[config.mk]
export PLATFORM = sky130hd
export DESIGN_NAME = ide_bm_regs
export DESIGN_NICKNAME = d
export VERILOG_FILES = /design/src/rtl/ide_bm_pkg.sv /design/src/rtl/ide_bm_ctrl.sv /design/src/rtl/ide_bm_dpath.sv /design/src/rtl/ide_bm_regs.sv
export SDC_FILE = /design/constraint.sdc
export NUM_CORES = 1
export LEC_CHECK = 0
export ABC_AREA = 1
export CAP_MARGIN = 20
export CORE_MARGIN = 2
export CORE_UTILIZATION = 57
export DETAILED_ROUTE_END_ITERATION = 7
export DONT_BUFFER_PORTS = 1
export PLACE_DENSITY = 0.75
export SLEW_MARGIN = 5
export SYNTH_ARGS = -nofsm -noshare
export SYNTH_HDL_FRONTEND = slang
export SYNTH_SLANG_ARGS = --single-unit
[constraint.sdc]
create_clock -name clk -period 0.9 [get_ports clk]
set_input_delay 0.09 -clock clk [delete_from_list [all_inputs] [get_ports clk]]
set_output_delay 0.09 -clock clk [all_outputs]
set_load 0.02 [all_outputs]
[src/rtl/ide_bm_pkg.sv]
package ide_bm_pkg;

  typedef enum logic [1:0] {
    SZ_BYTE  = 2'd0,
    SZ_HALF  = 2'd1,
    SZ_WORD  = 2'd2,
    SZ_DWORD = 2'd3
  } accSize_e;

  localparam logic [2:0] OFS_CMD  = 3'd0;
  localparam logic [2:0] OFS_STAT = 3'd2;
  localparam logic [2:0] OFS_PTR  = 3'd4;
  localparam logic [2:0] OFS_SEL  = 3'd6;

  localparam int CMD_START_BIT = 0;
  localparam int CMD_DIR_BIT   = 3;
  localparam int ST_ACT_BIT    = 0;
  localparam int ST_ERR_BIT    = 1;
  localparam int ST_INT_BIT    = 2;
  localparam int SEL_DEV_BIT   = 4;

  // per-channel write strobes from control to datapath
  typedef struct packed {
    logic cmdWr;
    logic statWr;
    logic ptrWr;
    logic selWr;
  } chStrobe_t;

endpackage

[src/rtl/ide_bm_ctrl.sv]
module ide_bm_ctrl
  import ide_bm_pkg::*;
#(
  parameter int NUM_CH = 2,
  parameter int CH_W   = 1,
  parameter int ADDR_W = CH_W + 3
) (
  input  logic                     busMasterEn,
  input  logic                     accValid,
  input  logic                     accWrite,
  input  logic                     accSpace,
  input  logic [ADDR_W-1:0]        accAddr,
  input  logic [1:0]               accSize,
  output chStrobe_t [NUM_CH-1:0]   strobe,
  output logic                     sizeErr
);

  accSize_e     sz;
  logic [CH_W-1:0] ch;
  logic [2:0]   ofs;
  logic         wrAny, bmWr, tfWr;
  logic         cmdHit, statHit, ptrHit, selHit;
  logic         isByte, isWord, isWide;

  assign sz     = accSize_e'(accSize);
  assign ch     = accAddr[ADDR_W-1:3];
  assign ofs    = accAddr[2:0];
  assign wrAny  = accValid && accWrite;
  assign bmWr   = wrAny && !accSpace && busMasterEn;
  assign tfWr   = wrAny && accSpace;

  assign isByte = (sz == SZ_BYTE);
  assign isWord = (sz == SZ_WORD);
  assign isWide = (sz == SZ_DWORD);

  assign cmdHit  = bmWr && (ofs == OFS_CMD);
  assign statHit = bmWr && (ofs == OFS_STAT);
  assign ptrHit  = bmWr && (ofs == OFS_PTR);
  assign selHit  = tfWr && (ofs == OFS_SEL);

  assign sizeErr = (cmdHit  && !isByte) ||
                   (statHit && !isByte) ||
                   (ptrHit  && !isWord) ||
                   (tfWr    &&  isWide);

  for (genvar c = 0; c < NUM_CH; c++) begin : g_ch
    logic hitCh;
    assign hitCh = (ch == CH_W'(c));
    always_comb begin
      strobe[c].cmdWr  = hitCh && cmdHit  && isByte;
      strobe[c].statWr = hitCh && statHit && isByte;
      strobe[c].ptrWr  = hitCh && ptrHit  && isWord;
      strobe[c].selWr  = hitCh && selHit  && !isWide;
    end
  end

endmodule

[src/rtl/ide_bm_dpath.sv]
module ide_bm_dpath
  import ide_bm_pkg::*;
#(
  parameter int NUM_CH = 2,
  parameter int CH_W   = 1,
  parameter int ADDR_W = CH_W + 3,
  parameter int PTR_W  = 32
) (
  input  logic                         clk,
  input  logic                         rstN,
  input  chStrobe_t [NUM_CH-1:0]       strobe,
  input  logic                         sizeErr,
  input  logic [PTR_W-1:0]             wrData,
  input  logic                         accSpace,
  input  logic [ADDR_W-1:0]            accAddr,
  input  logic [2*NUM_CH-1:0]          devPresent,
  input  logic [NUM_CH-1:0]            dmaActive,
  input  logic [NUM_CH-1:0]            dmaIntEv,
  input  logic [NUM_CH-1:0]            dmaErrEv,
  output logic [PTR_W-1:0]             rdData,
  output logic                         accErr,
  output logic [NUM_CH-1:0]            dmaStart,
  output logic [NUM_CH-1:0]            dmaStop,
  output logic [NUM_CH-1:0]            dmaDir,
  output logic [NUM_CH-1:0]            devSel,
  output logic [NUM_CH-1:0]            startState,
  output logic [NUM_CH-1:0]            intState,
  output logic [NUM_CH-1:0]            errState,
  output logic [NUM_CH-1:0]            actState,
  output logic [NUM_CH-1:0][PTR_W-1:0] ptrState
);

  logic [NUM_CH-1:0] noDev;

  for (genvar c = 0; c < NUM_CH; c++) begin : g_ch
    logic             startQ, dirQ, actQ, intQ, errQ, selQ;
    logic             startP, stopP;
    logic [PTR_W-1:0] ptrQ;
    logic [1:0]       pair;
    logic             selPresent, wantStart, startReq;

    assign pair       = devPresent[2*c +: 2];
    assign selPresent = selQ ? pair[1] : pair[0];
    assign wantStart  = wrData[CMD_START_BIT];
    assign startReq   = strobe[c].cmdWr && wantStart && !startQ;
    assign noDev[c]   = startReq && !selPresent;

    always_ff @(posedge clk or negedge rstN) begin
      if (!rstN) begin
        startQ <= 1'b0;
        dirQ   <= 1'b0;
        actQ   <= 1'b0;
        intQ   <= 1'b0;
        errQ   <= 1'b0;
        selQ   <= 1'b0;
        startP <= 1'b0;
        stopP  <= 1'b0;
        ptrQ   <= '0;
      end else begin
        startP <= 1'b0;
        stopP  <= 1'b0;
        actQ   <= dmaActive[c];
        if (strobe[c].cmdWr) begin
          dirQ <= wrData[CMD_DIR_BIT];
          if (startReq && selPresent) begin
            startQ <= 1'b1;
            startP <= 1'b1;
          end else if (!wantStart && startQ) begin
            startQ <= 1'b0;
            stopP  <= 1'b1;
          end
        end
        // events take priority over a clearing write
        if (dmaIntEv[c]) begin
          intQ <= 1'b1;
        end else if (strobe[c].statWr && wrData[ST_INT_BIT]) begin
          intQ <= 1'b0;
        end
        if (dmaErrEv[c]) begin
          errQ <= 1'b1;
        end else if (strobe[c].statWr && wrData[ST_ERR_BIT]) begin
          errQ <= 1'b0;
        end
        if (strobe[c].ptrWr) begin
          ptrQ <= {wrData[PTR_W-1:2], 2'b00};
        end
        if (strobe[c].selWr) begin
          selQ <= wrData[SEL_DEV_BIT];
        end
      end
    end

    assign startState[c] = startQ;
    assign intState[c]   = intQ;
    assign errState[c]   = errQ;
    assign actState[c]   = actQ;
    assign ptrState[c]   = ptrQ;
    assign dmaStart[c]   = startP;
    assign dmaStop[c]    = stopP;
    assign dmaDir[c]     = dirQ;
    assign devSel[c]     = selQ;
  end

  always_ff @(posedge clk or negedge rstN) begin
    if (!rstN) begin
      accErr <= 1'b0;
    end else begin
      accErr <= sizeErr || (|noDev);
    end
  end

  logic [CH_W-1:0] rdCh;
  logic [2:0]      rdOfs;
  assign rdCh  = accAddr[ADDR_W-1:3];
  assign rdOfs = accAddr[2:0];

  always_comb begin
    rdData = '0;
    if (!accSpace) begin
      case (rdOfs)
        OFS_CMD: begin
          rdData[CMD_START_BIT] = startState[rdCh];
          rdData[CMD_DIR_BIT]   = dmaDir[rdCh];
        end
        OFS_STAT: begin
          rdData[ST_ACT_BIT] = actState[rdCh];
          rdData[ST_ERR_BIT] = errState[rdCh];
          rdData[ST_INT_BIT] = intState[rdCh];
        end
        OFS_PTR: rdData = ptrState[rdCh];
        default: rdData = '0;
      endcase
    end else if (rdOfs == OFS_SEL) begin
      rdData[SEL_DEV_BIT] = devSel[rdCh];
    end
  end

endmodule

[src/rtl/ide_bm_regs.sv]
module ide_bm_regs
  import ide_bm_pkg::*;
#(
  parameter  int NUM_CH = 2,
  parameter  int PTR_W  = 32,
  localparam int CH_W   = (NUM_CH > 1) ? $clog2(NUM_CH) : 1,
  localparam int ADDR_W = CH_W + 3,
  localparam int DEV_N  = 2 * NUM_CH
) (
  input  logic              clk,
  input  logic              rstN,
  input  logic              busMasterEn,
  input  logic              accValid,
  input  logic              accWrite,
  input  logic              accSpace,
  input  logic [ADDR_W-1:0] accAddr,
  input  logic [1:0]        accSize,
  input  logic [PTR_W-1:0]  wrData,
  output logic [PTR_W-1:0]  rdData,
  output logic              accErr,
  input  logic [DEV_N-1:0]  devPresent,
  input  logic [NUM_CH-1:0] dmaActive,
  input  logic [NUM_CH-1:0] dmaIntEv,
  input  logic [NUM_CH-1:0] dmaErrEv,
  output logic [NUM_CH-1:0] dmaStart,
  output logic [NUM_CH-1:0] dmaStop,
  output logic [NUM_CH-1:0] dmaDir,
  output logic [NUM_CH-1:0] devSel
);

  chStrobe_t [NUM_CH-1:0]       strobe;
  logic                         sizeErr;
  logic [NUM_CH-1:0]            startState, intState, errState, actState;
  logic [NUM_CH-1:0][PTR_W-1:0] ptrState;

  ide_bm_ctrl #(
    .NUM_CH(NUM_CH),
    .CH_W  (CH_W),
    .ADDR_W(ADDR_W)
  ) u_ctrl (
    .busMasterEn(busMasterEn),
    .accValid   (accValid),
    .accWrite   (accWrite),
    .accSpace   (accSpace),
    .accAddr    (accAddr),
    .accSize    (accSize),
    .strobe     (strobe),
    .sizeErr    (sizeErr)
  );

  ide_bm_dpath #(
    .NUM_CH(NUM_CH),
    .CH_W  (CH_W),
    .ADDR_W(ADDR_W),
    .PTR_W (PTR_W)
  ) u_dp (
    .clk       (clk),
    .rstN      (rstN),
    .strobe    (strobe),
    .sizeErr   (sizeErr),
    .wrData    (wrData),
    .accSpace  (accSpace),
    .accAddr   (accAddr),
    .devPresent(devPresent),
    .dmaActive (dmaActive),
    .dmaIntEv  (dmaIntEv),
    .dmaErrEv  (dmaErrEv),
    .rdData    (rdData),
    .accErr    (accErr),
    .dmaStart  (dmaStart),
    .dmaStop   (dmaStop),
    .dmaDir    (dmaDir),
    .devSel    (devSel),
    .startState(startState),
    .intState  (intState),
    .errState  (errState),
    .actState  (actState),
    .ptrState  (ptrState)
  );

endmodule

## Yosys cells after proc, flatten, opt, wreduce, memory -nomap -nowiden

Cells that the tools add are included.

| word-level totals | value |
|---|---|
| register bits after elaboration | 77 |
| word-level logic and storage cells | 138 |
| bits of input ports | 54 |
| output and inout bits | 41 |

| operators by class | value |
|---|---|
| reduce and logical (&&, ||, !) cells | 66 |
| bitwise operators | 1 |
| $lt $le $gt $ge | 1 |
| eq/ne operators | 5 |
| multiplexer cells | 46 |

Operators by type and width:

| operator | number |
|---|---|
| 2-to-1 mux 32 bit | 2 |
| logical AND 1 bit | 42 |
| 2-to-1 mux 1 bit | 38 |
| 2-to-1 mux 28 bit | 1 |
| 2-to-1 mux 27 bit | 1 |
| nonzero test 2 bit | 6 |
| zero test 1 bit | 9 |
| equality test 3 bit, second input constant | 2 |
| equality test 2 bit, second input constant | 2 |
| logical OR 1 bit | 4 |
| 2-to-1 mux 4 bit | 1 |
| case mux 2 bit (2 select lines) | 1 |
| AND reduction 2 bit | 2 |
| equality test 3 x 2 -> 1 bit, second input constant | 1 |
| zero test 3 bit | 1 |
| case mux 1 bit (3 select lines) | 1 |
| zero test 2 bit | 1 |
| less-than comparator 1 x 2 -> 1 bit, second input constant | 1 |
| case mux 1 bit (2 select lines) | 1 |
| OR reduction 2 bit | 1 |
| inverter 1 bit | 1 |

## Depth between registers and ports, before layout

Gate-level depths: netlist (run 1).

| depth | value |
|---|---|
| depth after elaboration | 11 |
| mapped depth | 9 |
| depth with buffers taken out | 9 |

## By module

From an unflattened synthesis (run 1), not the netlist that was laid out.

| second synthesis, totals | value |
|---|---|
| cell total of the unflattened synthesis | 392 |
| area total of the unflattened synthesis | 3881.2 um^2 |

By module, submodules not included:

| module | instances | cells each | seq. area each (um^2) | area an instance (um^2) |
|---|---|---|---|---|
| ide_bm_dpath | 1 | 354 | 1926.8 | 3727.3 |
| ide_bm_ctrl | 1 | 38 | 0.0 | 153.9 |

## Least setup slack after synthesis (run 1)

Ideal clock, no wire load.

| path | value |
|---|---|
| path kind | input port to output port |
| start | input port accAddr[0] |
| end | output port rdData[21] |
| arrival | 1.087 ns |
| path buffers | 2 |
| data required time | 0.810 ns |
| path slack | -0.277 ns |
| cell stages on the path | 7 |
| cells stage by stage | inv_1 -> nand2_1 -> nor2_4 -> nand2_1 -> buf_2 -> buf_2 -> a21oi_1 |

| between the ends | value |
|---|---|
| longest elaborated chain between the ends | 3 |

RTL lines:

| item | RTL line | source |
|---|---|---|
| start: declaration | ide_bm_regs.sv:16 | `input logic [ADDR_W-1:0] accAddr,` |
| equality test 3 bit | ide_bm_dpath.sv:120 | `case (rdOfs)` |
| 2-to-1 mux 28 bit | ide_bm_dpath.sv:120 |  |
| 2-to-1 mux 27 bit | ide_bm_dpath.sv:119 | `if (!accSpace) begin` |
| end: declaration | ide_bm_regs.sv:19 | `output logic [PTR_W-1:0] rdData,` |

Every way passes these cells.

## Final worst setup path (run 1)

| path | value |
|---|---|
| start | register u_dp.g_ch[0].startQ |
| end | output port rdData[0] |

| between the ends | value |
|---|---|
| longest elaborated chain between the ends | 4 |

RTL lines:

| item | RTL line | source |
|---|---|---|
| start: declaration | ide_bm_dpath.sv:36 | `logic startQ, dirQ, actQ, intQ, errQ, selQ;` |
| start signal: assignment | ide_bm_dpath.sv:50 | `startQ <= 1'b0;` |
| start signal: assignment | ide_bm_dpath.sv:66 | `startQ <= 1'b1;` |
| start signal: assignment | ide_bm_dpath.sv:69 | `startQ <= 1'b0;` |
| 2-to-1 mux 1 bit (not written as such) (2 in a row) | ide_bm_dpath.sv:122 | `rdData[CMD_START_BIT] = startState[rdCh];` |
| case mux 1 bit (3 select lines) | ide_bm_dpath.sv:120 |  |
| 2-to-1 mux 4 bit | ide_bm_dpath.sv:119 |  |

Every way passes these cells. The select of a mux whose other input is x is not followed.

==> summary.md, run 1 <==
| Metric | Value |
|---|---|
| Count of yosys warnings during synthesis | 0 |
| Floorplan row count | 29 |
| Core Area | 6460 sq um |
| IR Drop Worst-Case VDD | approximately 1500 uV |
| Share of post-route cells with drive strength above 1 | 52.5% |
| DRT met1 WL | between 4000 and 5000 microns |
| Horizontal die dimension | between 80 and 90 microns |
| Highest cell delay on the worst timing path | 410 ps |
| Sum of negative setup slack | -9620 ps |
| Main flop type after synthesis | sky130_fd_sc_hd__dfrtp_1 |
| Via count | 3662 |
| Crit start category | flip-flop |
| Count of maximum capacitance violations | 0 |
| Total congestion overflow | 0 |
| PwrDens | 1360 nW/um^2 |
| Clock tree from TritonCTS | yes |
| Dominant cell type by area after synthesis | sky130_fd_sc_hd__dfrtp_1 |
| TritonRoute pass-1 iters | 5 |
| Proportion of netlist area held by the largest area contributor | 49.9% |
| Number of instances in the synthesized netlist | about 450 |
| Hold Vio Cnt, Final | 77 |
| Number of H-tree levels | 3 |
| Mean cell area of the mapped netlist | between 8 and 9 sq um |
| Die boundary height | ~86 microns |
| Combined area of all synthesized cells | 3860 sq um |
| Vias in the first global route | 3708 |
| Synth cell count leaders | sky130_fd_sc_hd__nand2_1 (146), sky130_fd_sc_hd__dfrtp_1 (77), sky130_fd_sc_hd__inv_1 (52) |
| Flip-flop count of the largest register, all copies and words added | 60 |
| Final standard cell utilization of the core | between 90% and 100% |
| Yosys reg bits | slightly below 80 |
| Failing checks | hold timing, setup timing |
| Starting density of the core | 59.8% |
| Routability congestion estimate | 0.889 |
| Number of input and output port buffers inserted | 0 |
| Highest Signal Layer | met4 |
| HP Class | in -> async |
| Wire length reported by the detailed router | 11900 microns |
| Period utilization | 151% |
| Met3 wirelength from detailed routing | 657 microns |
| Clock skew after layout | 2.22 ps |
| Data required time at the worst endpoint | 810 ps |
| Final Worst Setup Slack | -462 ps |
| Clock latency at the later pin of the worst-skew pair | about 340 ps |
| Number of sinks handled by clock tree synthesis | 77 |
| CTS Root Buffer Type | sky130_fd_sc_hd__clkbuf_8 |
| CP endpoint kind | output port |
| 1st-iter DRT viols | 174 |
| Number of hold buffers added after cts | 41 |
| Highest fanout seen on the critical path | 2 |
| EDFF count, synth | 0 |
| Pin count of the biggest net entering global routing | 78 |
| Final max-slew violation count | 0 |
| Number of antenna repair diodes | 0 |
| Min Hold Slack | -568 ps |
| Unique masters post-synth | 30 |
| Overall routing resource usage | about 31% |
| Cell chain of the critical path | inv_2 > nand2_1 > o211ai_1 > o22ai_2 > buf_6 |
| DRC errors left | 0 |
| Max-slew headroom at the worst pin | 78.3% |
| Area grow syn2layout | 53.2% |
| Final critical delay including setup and external delays | 1360 ps |
| First-pass GRT wire length | 17800 microns |
| Setup violators final | 43 |
| Die Area | 7450 sq um |
| Via density | 5.57 |
| Initial antenna violation count | 0 |
| Total Power Consumption | 8.04 mW |
| Most used standard cell by instance count after synthesis | sky130_fd_sc_hd__nand2_1 |
| Number of CTS-inserted buffers | 9 |
| Worst slew pin tran | 323 ps |
| Outcome | finished with violations |
| Routed wl met2 | approximately 6300 microns |
| I/O pins | 95 |
| Max clock buf depth | 2 |
| Largest delay contributor family on the critical path | flip-flops |
| Fmax | roughly 730 MHz |
| Clock transition at the register clock pins on the worst setup and hold paths after CTS | 80 ps |
| Synthesized netlist net count | ~500 |
| Reg with most FFs | u_dp.g_ch.ptrQ |
| Drt wl/cell | between 15 and 20 microns |
| WS Path Type | reg -> out |
| Sequential element share of the synthesized area | between 40 and 50% |
| Leak | about 2.7 nW |
| Layout net count | 630 |
| RSZ-0062 raised after global routing | true |
| Library cell contributing the largest single delay on the critical path | sky130_fd_sc_hd__dfrtp_1 |
| Top post-synthesis cells by area | sky130_fd_sc_hd__dfrtp_1 (50%), sky130_fd_sc_hd__nand2_1 (14%), sky130_fd_sc_hd__o21ai_2 (8.6%), sky130_fd_sc_hd__inv_1 (5.1%), sky130_fd_sc_hd__a21oi_1 (3.9%) |
| Routed Antenna Nets | 0 |
| Estimated wirelength of the detail-placed design | slightly below 6000 microns |
| Arrival time of the worst setup path | 1270 ps |
| Number of fillers in the final layout | between 200 and 300 |
| Buffer and inverter count on the worst path | 2 |
| Asr flop ratio synth | 100% |
-- worst register-to-register path, stage by stage (launching register included) --
cell and delay (ps):
sky130_fd_sc_hd__dfrtp_1 420, sky130_fd_sc_hd__buf_6 150, sky130_fd_sc_hd__nand2_4 70, sky130_fd_sc_hd__o21ai_4 50
sky130_fd_sc_hd__nand4_1 100, sky130_fd_sc_hd__nand3_1 110
-- layout make-up --
type / count / area, sq um / area share, %
multi-input cells: 290 / 2070 / 35.0
repair buffers: 143 / 1310 / 22.1
clock inverters: 7 / 146 / 2.47
flip-flops and latches: 77 / 1930 / 32.6
well taps: 77 / 96.3 / 1.63
inverters: 55 / 243 / 4.10
clock buffers: 9 / 124 / 2.09
-- report_power, final --
group / total (mW) / leakage (nW) / switching [mW] / internal, mW
registers: 3.62 / 1.04 / 0.0717 / 3.55
logic: 0.930 / 1.55 / 0.462 / 0.469
clock network: 3.49 / 0.134 / 1.35 / 2.14
total: 8.04 / 2.72 / 1.88 / 6.16
-- final timing paths --
path,from,end,slack [ps],cells past startpoint
max in group asynchronous,rstN,u_dp.g_ch[1].ptrQ[31],1360,0
hold reg to reg,u_dp.g_ch[0].ptrQ[4],u_dp.g_ch[0].ptrQ[4],500,2
hold / removal,rstN,u_dp.g_ch[0].startP,-570,0
setup / recovery,u_dp.g_ch[0].startQ,rdData[0],-460,5
setup reg to reg,u_dp.g_ch[0].selQ,u_dp.accErr,-140,5
min in group clk,wrData[3],u_dp.g_ch[1].ptrQ[3],40,2
-- cell usage in the layout (no fill, tap or decap), types with 5 or more instances in the layout --
cell type | netlist | layout
sky130_fd_sc_hd__a21oi_2 | 0 | 10
sky130_fd_sc_hd__a21oi_4 | 0 | 19
sky130_fd_sc_hd__buf_12 | 0 | 6
sky130_fd_sc_hd__buf_4 | 9 | 82
sky130_fd_sc_hd__buf_6 | 12 | 14
sky130_fd_sc_hd__clkbuf_8 | 0 | 9
sky130_fd_sc_hd__dfrtp_1 | 77 | 73
sky130_fd_sc_hd__dlygate4sd3_1 | 0 | 40
sky130_fd_sc_hd__inv_1 | 52 | 48
sky130_fd_sc_hd__nand2_1 | 146 | 61
sky130_fd_sc_hd__nand2_2 | 2 | 83
sky130_fd_sc_hd__nand3_1 | 7 | 7
sky130_fd_sc_hd__nor2_2 | 1 | 5
sky130_fd_sc_hd__nor2_4 | 2 | 5
sky130_fd_sc_hd__o21ai_0 | 14 | 6
sky130_fd_sc_hd__o21ai_1 | 22 | 25
sky130_fd_sc_hd__o21ai_2 | 38 | 42
-- kinds of logic (layout without fill, tap and decap cells) --
family                 after synthesis  count (layout)  share of synthesized area [%]
AND/OR/NAND/NOR                    178             178                           19.4
multiplexers                         4               4                           1.04
flip-flops                          77              77                           49.9
AO/OA/AOI/OAI                      108             108                           17.9
buffers and inverters               85             214                           11.7
-- metal layers --
metal	GRT usage, %	vias to the layer above
met5	0	-
met4	13.6	0
met3	5.71	41
met2	54.2	159
met1	37.1	1783
li1	-	1679
-- per-stage QoR --
stage	hold WS, ps	instances	cell area [sq um]	worst slack [ps]
floorplan	-206	452	4340	-57.9
global placement	-204	539	4530	-174
detailed placement	-204	539	4530	-166
CTS	-585	640	5690	-441
global route	-592	658	5920	-509
finish	-568	658	5920	-462
-- timing repair --
item                                    in CTS  in global routing
endpoints found under the hold margin      149                 77
endpoints found under the setup margin      42                 51
setup buffers                               44                 19
resized for setup                           53                 36
pin swaps                                   58                 34
(Power assumes the default switching activity.)
==> inputs of run 2 (changes only) <==
Settings changed: CTS_CLUSTER_DIAMETER set to 40, SKIP_CTS_REPAIR_TIMING set to 1.
==> run 2 against run 1 <==
Register-to-register slack got worse by 70 ps. Sequential power is essentially flat. Non-clock buffer count is 34 lower. Global-route usage fell by 6.0 points. Worst hold slack lost 4.6 ps. The run still ends with hold timing, setup timing left. Maximum frequency up 1.8%. Routed wire length is 14% lower. Clock skew down 0.72 ps. Via count shrank 7.9%. First-iteration DRC count increased by 9.8%. Utilization fell by 4.5 points. Design area decreased by 4.9%.
==> summary.md, run 2 (same netlist as run 1, synthesis figures left out) <==
| Metric | Value |
|---|---|
| Outcome | finished with violations (unchanged) |
| Failing checks | hold timing, setup timing (unchanged) |
| Final Worst Setup Slack | -437 ps (was -462 ps) |
| IR Drop Worst-Case VDD | 1460 uV (was 1470 uV) |
| Die Area | 7450 sq um (unchanged) |
| Max clock buf depth | 2 (unchanged) |
| Most common cell after layout, fill and taps aside | sky130_fd_sc_hd__nand2_2 (unchanged) |
| Floorplan row count | 29 (unchanged) |
| Most frequent cells in the layout | sky130_fd_sc_hd__nand2_2 (77), sky130_fd_sc_hd__dfrtp_1 (71), sky130_fd_sc_hd__nand2_1 (68) (was sky130_fd_sc_hd__nand2_2 (83), sky130_fd_sc_hd__buf_4 (82), sky130_fd_sc_hd__dfrtp_1 (73)) |
| CP endpoint kind | output port (unchanged) |
| Crit start category | flip-flop (unchanged) |
| Leak | 2.52 nW (was 2.72 nW) |
| Clock latency at the later pin of the worst-skew pair | 340 ps (about the same) |
| Clock tree from TritonCTS | yes (unchanged) |
| Standard cell area after detailed placement | 4530 sq um (unchanged) |
| Number of H-tree levels | 3 (unchanged) |
| Share of post-route cells with drive strength above 1 | 49.0% (was 52.5%) |
| Min Hold Slack | -572 ps (was -568 ps) |
| Total congestion overflow | 0 (unchanged) |
| Data required time at the worst endpoint | 810 ps (about the same) |
| Worst slew pin tran | 336 ps (was 323 ps) |
| Starting density of the core | 59.8% (unchanged) |
| Number of CTS-inserted buffers | 9 (unchanged) |
| Reg-to-reg endpoint | u_dp.accErr (unchanged) |
| Clock share of power | 43.7% (was 43.4%) |
| Estimated wirelength of the detail-placed design | 5870 microns (unchanged) |
| Clock transition at the register clock pins on the worst setup and hold paths after CTS | 90 ps (was 80 ps) |
| HP Class | in -> async (unchanged) |
| Number of input and output port buffers inserted | 0 (unchanged) |
| Post-route standard cell area excluding fillers | 5620 sq um (was 5920 sq um) |
| Count of maximum capacitance violations | 0 (unchanged) |
| CTS Root Buffer Type | sky130_fd_sc_hd__clkbuf_8 (unchanged) |
| Fmax | 748 MHz (was 734 MHz) |
| TritonRoute pass-1 iters | 4 (was 5) |
| DRC errors left | 0 (unchanged) |
| Hold Vio Cnt, Final | 80 (was 77) |
| Routability congestion estimate | 0.889 (unchanged) |
| Final max-slew violation count | 0 (unchanged) |
| Clock skew after layout | 1.51 ps (was 2.22 ps) |
| Arrival time of the worst setup path | 1250 ps (was 1270 ps) |
| Overall routing resource usage | 24.9% (was 30.9%) |
| Via count | 3374 (was 3662) |
| 1st-iter DRT viols | 191 (was 174) |
| Net Sw Frac | 22.8% (was 23.4%) |
| Flip-flop count of the largest register, all copies and words added | 60 (unchanged) |
| Via density | 5.41 (was 5.57) |
| Final critical delay including setup and external delays | 1340 ps (was 1360 ps) |
| RSZ-0062 raised after global routing | true (unchanged) |
| PwrDens | 1410 nW/um^2 (was 1360 nW/um^2) |
| Number of fillers in the final layout | 312 (was 260) |
| Cell chain of the critical path | inv_2 > nand2_1 > o211ai_1 > o22ai_2 > buf_6 (unchanged) |
| Highest fanout seen on the critical path | 2 (unchanged) |
| Switching power | 1.81 mW (was 1.88 mW) |
| Vias in the first global route | 2986 (was 3708) |
| Reg with most FFs | u_dp.g_ch.ptrQ (unchanged) |
| Internal Pwr Total | 6.12 mW (was 6.16 mW) |
| Wire length reported by the detailed router | 10200 microns (was 11900 microns) |
| Register-to-register setup slack | -210 ps (was -140 ps) |
| Highest cell delay on the worst timing path | 410 ps (about the same) |
| Beginning of the worst register-to-register path | u_dp.g_ch[0].selQ (unchanged) |
| Initial antenna violation count | 0 (unchanged) |
| Layout net count | 596 (was 630) |
| Area taken by flip-flops and latches | 1930 sq um (about the same) |
| Period utilization | 149% (was 151%) |
| Number of antenna repair diodes | 0 (unchanged) |
| Drt wl/cell | 16.4 microns (was 18.1 microns) |
| First-pass GRT wire length | 14400 microns (was 17800 microns) |
| Max-slew headroom at the worst pin | 77.8% (was 78.3%) |
| I/O pins | 95 (unchanged) |
| Cell count of the worst reg-to-reg path | 6 (was 5) |
| Die boundary height | 86.3 microns (unchanged) |
| WS Path Type | reg -> out (unchanged) |
| Library cell contributing the largest single delay on the critical path | sky130_fd_sc_hd__dfrtp_1 (unchanged) |
| Setup violators final | 41 (was 43) |
| Pin count of the biggest net entering global routing | 78 (unchanged) |
| Number of sinks handled by clock tree synthesis | 77 (unchanged) |
| Combinational fraction of design power | 10.6% (was 11.6%) |
| Core Area | 6460 sq um (unchanged) |
| Horizontal die dimension | 86.3 microns (unchanged) |
| Area grow syn2layout | 45.6% (was 53.2%) |
| Register share of total power | 45.7% (was 45.0%) |
| Combined area of the multi-input logic cells | 2040 sq um (was 2070 sq um) |
| Routed Antenna Nets | 0 (unchanged) |
==> run 2: cell types whose count changed in the layout (fill, tap and decap cells not counted), sizes merged <==
cell          before  now
dlygate4sd3       40   37
buf              102   72
dlymetal6s4s       1    0
==> run 2: worst max path at each step <==
stage                              startpoint                    end  slack, ps  cells past startpoint
after global routing        u_dp.g_ch[0].dirQ              rdData[3]       -500                      6
after CTS                   u_dp.g_ch[0].dirQ              rdData[3]       -500                      6
after detailed placement             accValid  u_dp.g_ch[1].ptrQ[20]       -170                      8
final                     u_dp.g_ch[0].startQ              rdData[0]       -440                      5
after floorplan                    accAddr[3]              rdData[4]        -60                      4
after global placement             accAddr[0]    u_dp.g_ch[1].startQ       -170                      8
==> run 2: metal layers <==
layer / vias up / global-route usage (%) / routed length, microns
li1: 1611 / - / -
met1: 1641 / 31.5 / 4190
met2: 98 / 41.4 / 5310
met3: 24 / 6.86 / 500
met4: 0 / 8.52 / 212
met5: - / 0 / 0
==> run 2: final cells by class <==
type	instances	area share [%]
multi-input combinational	290	36.3
timing repair buffer	109	18.5
clock inverter	7	2.60
inverter	55	4.32
clock buffer	9	2.20
sequential	77	34.4
tap	77	1.71
==> run 2: power by group through the flow <==
stage	combinational, mW	sequential [mW]	clock (mW)
after CTS	0.529	3.61	3.51
after floorplan	0.437	3.67	0
after global routing	0.907	3.63	3.65
after detailed placement	0.526	3.68	0
after global placement	0.512	3.68	0
final	0.843	3.63	3.46
==> run 2: worst max-delay path, delay by kind of cell (launching register included) <==
kind / cells / cell delay [ps]
compound gates: 2 / 240
buf+inv: 2 / 210
flops: 1 / 410
simple gates: 1 / 60
==> run 2: stage by stage <==
stage / std cells / utilization [%] / setup WS, ps / TNS (ps) / power [mW]
floorplan: 452 / - / -57.9 / -2840 / 4.11
global placement: 539 / 70.2 / -174 / -10380 / 4.19
detailed placement: 539 / 70.2 / -166 / -12010 / 4.21
CTS: 555 / 74.4 / -496 / -9730 / 7.66
global route: 624 / 87.1 / -504 / -11460 / 8.19
finish: 624 / 87.1 / -437 / -9510 / 7.93
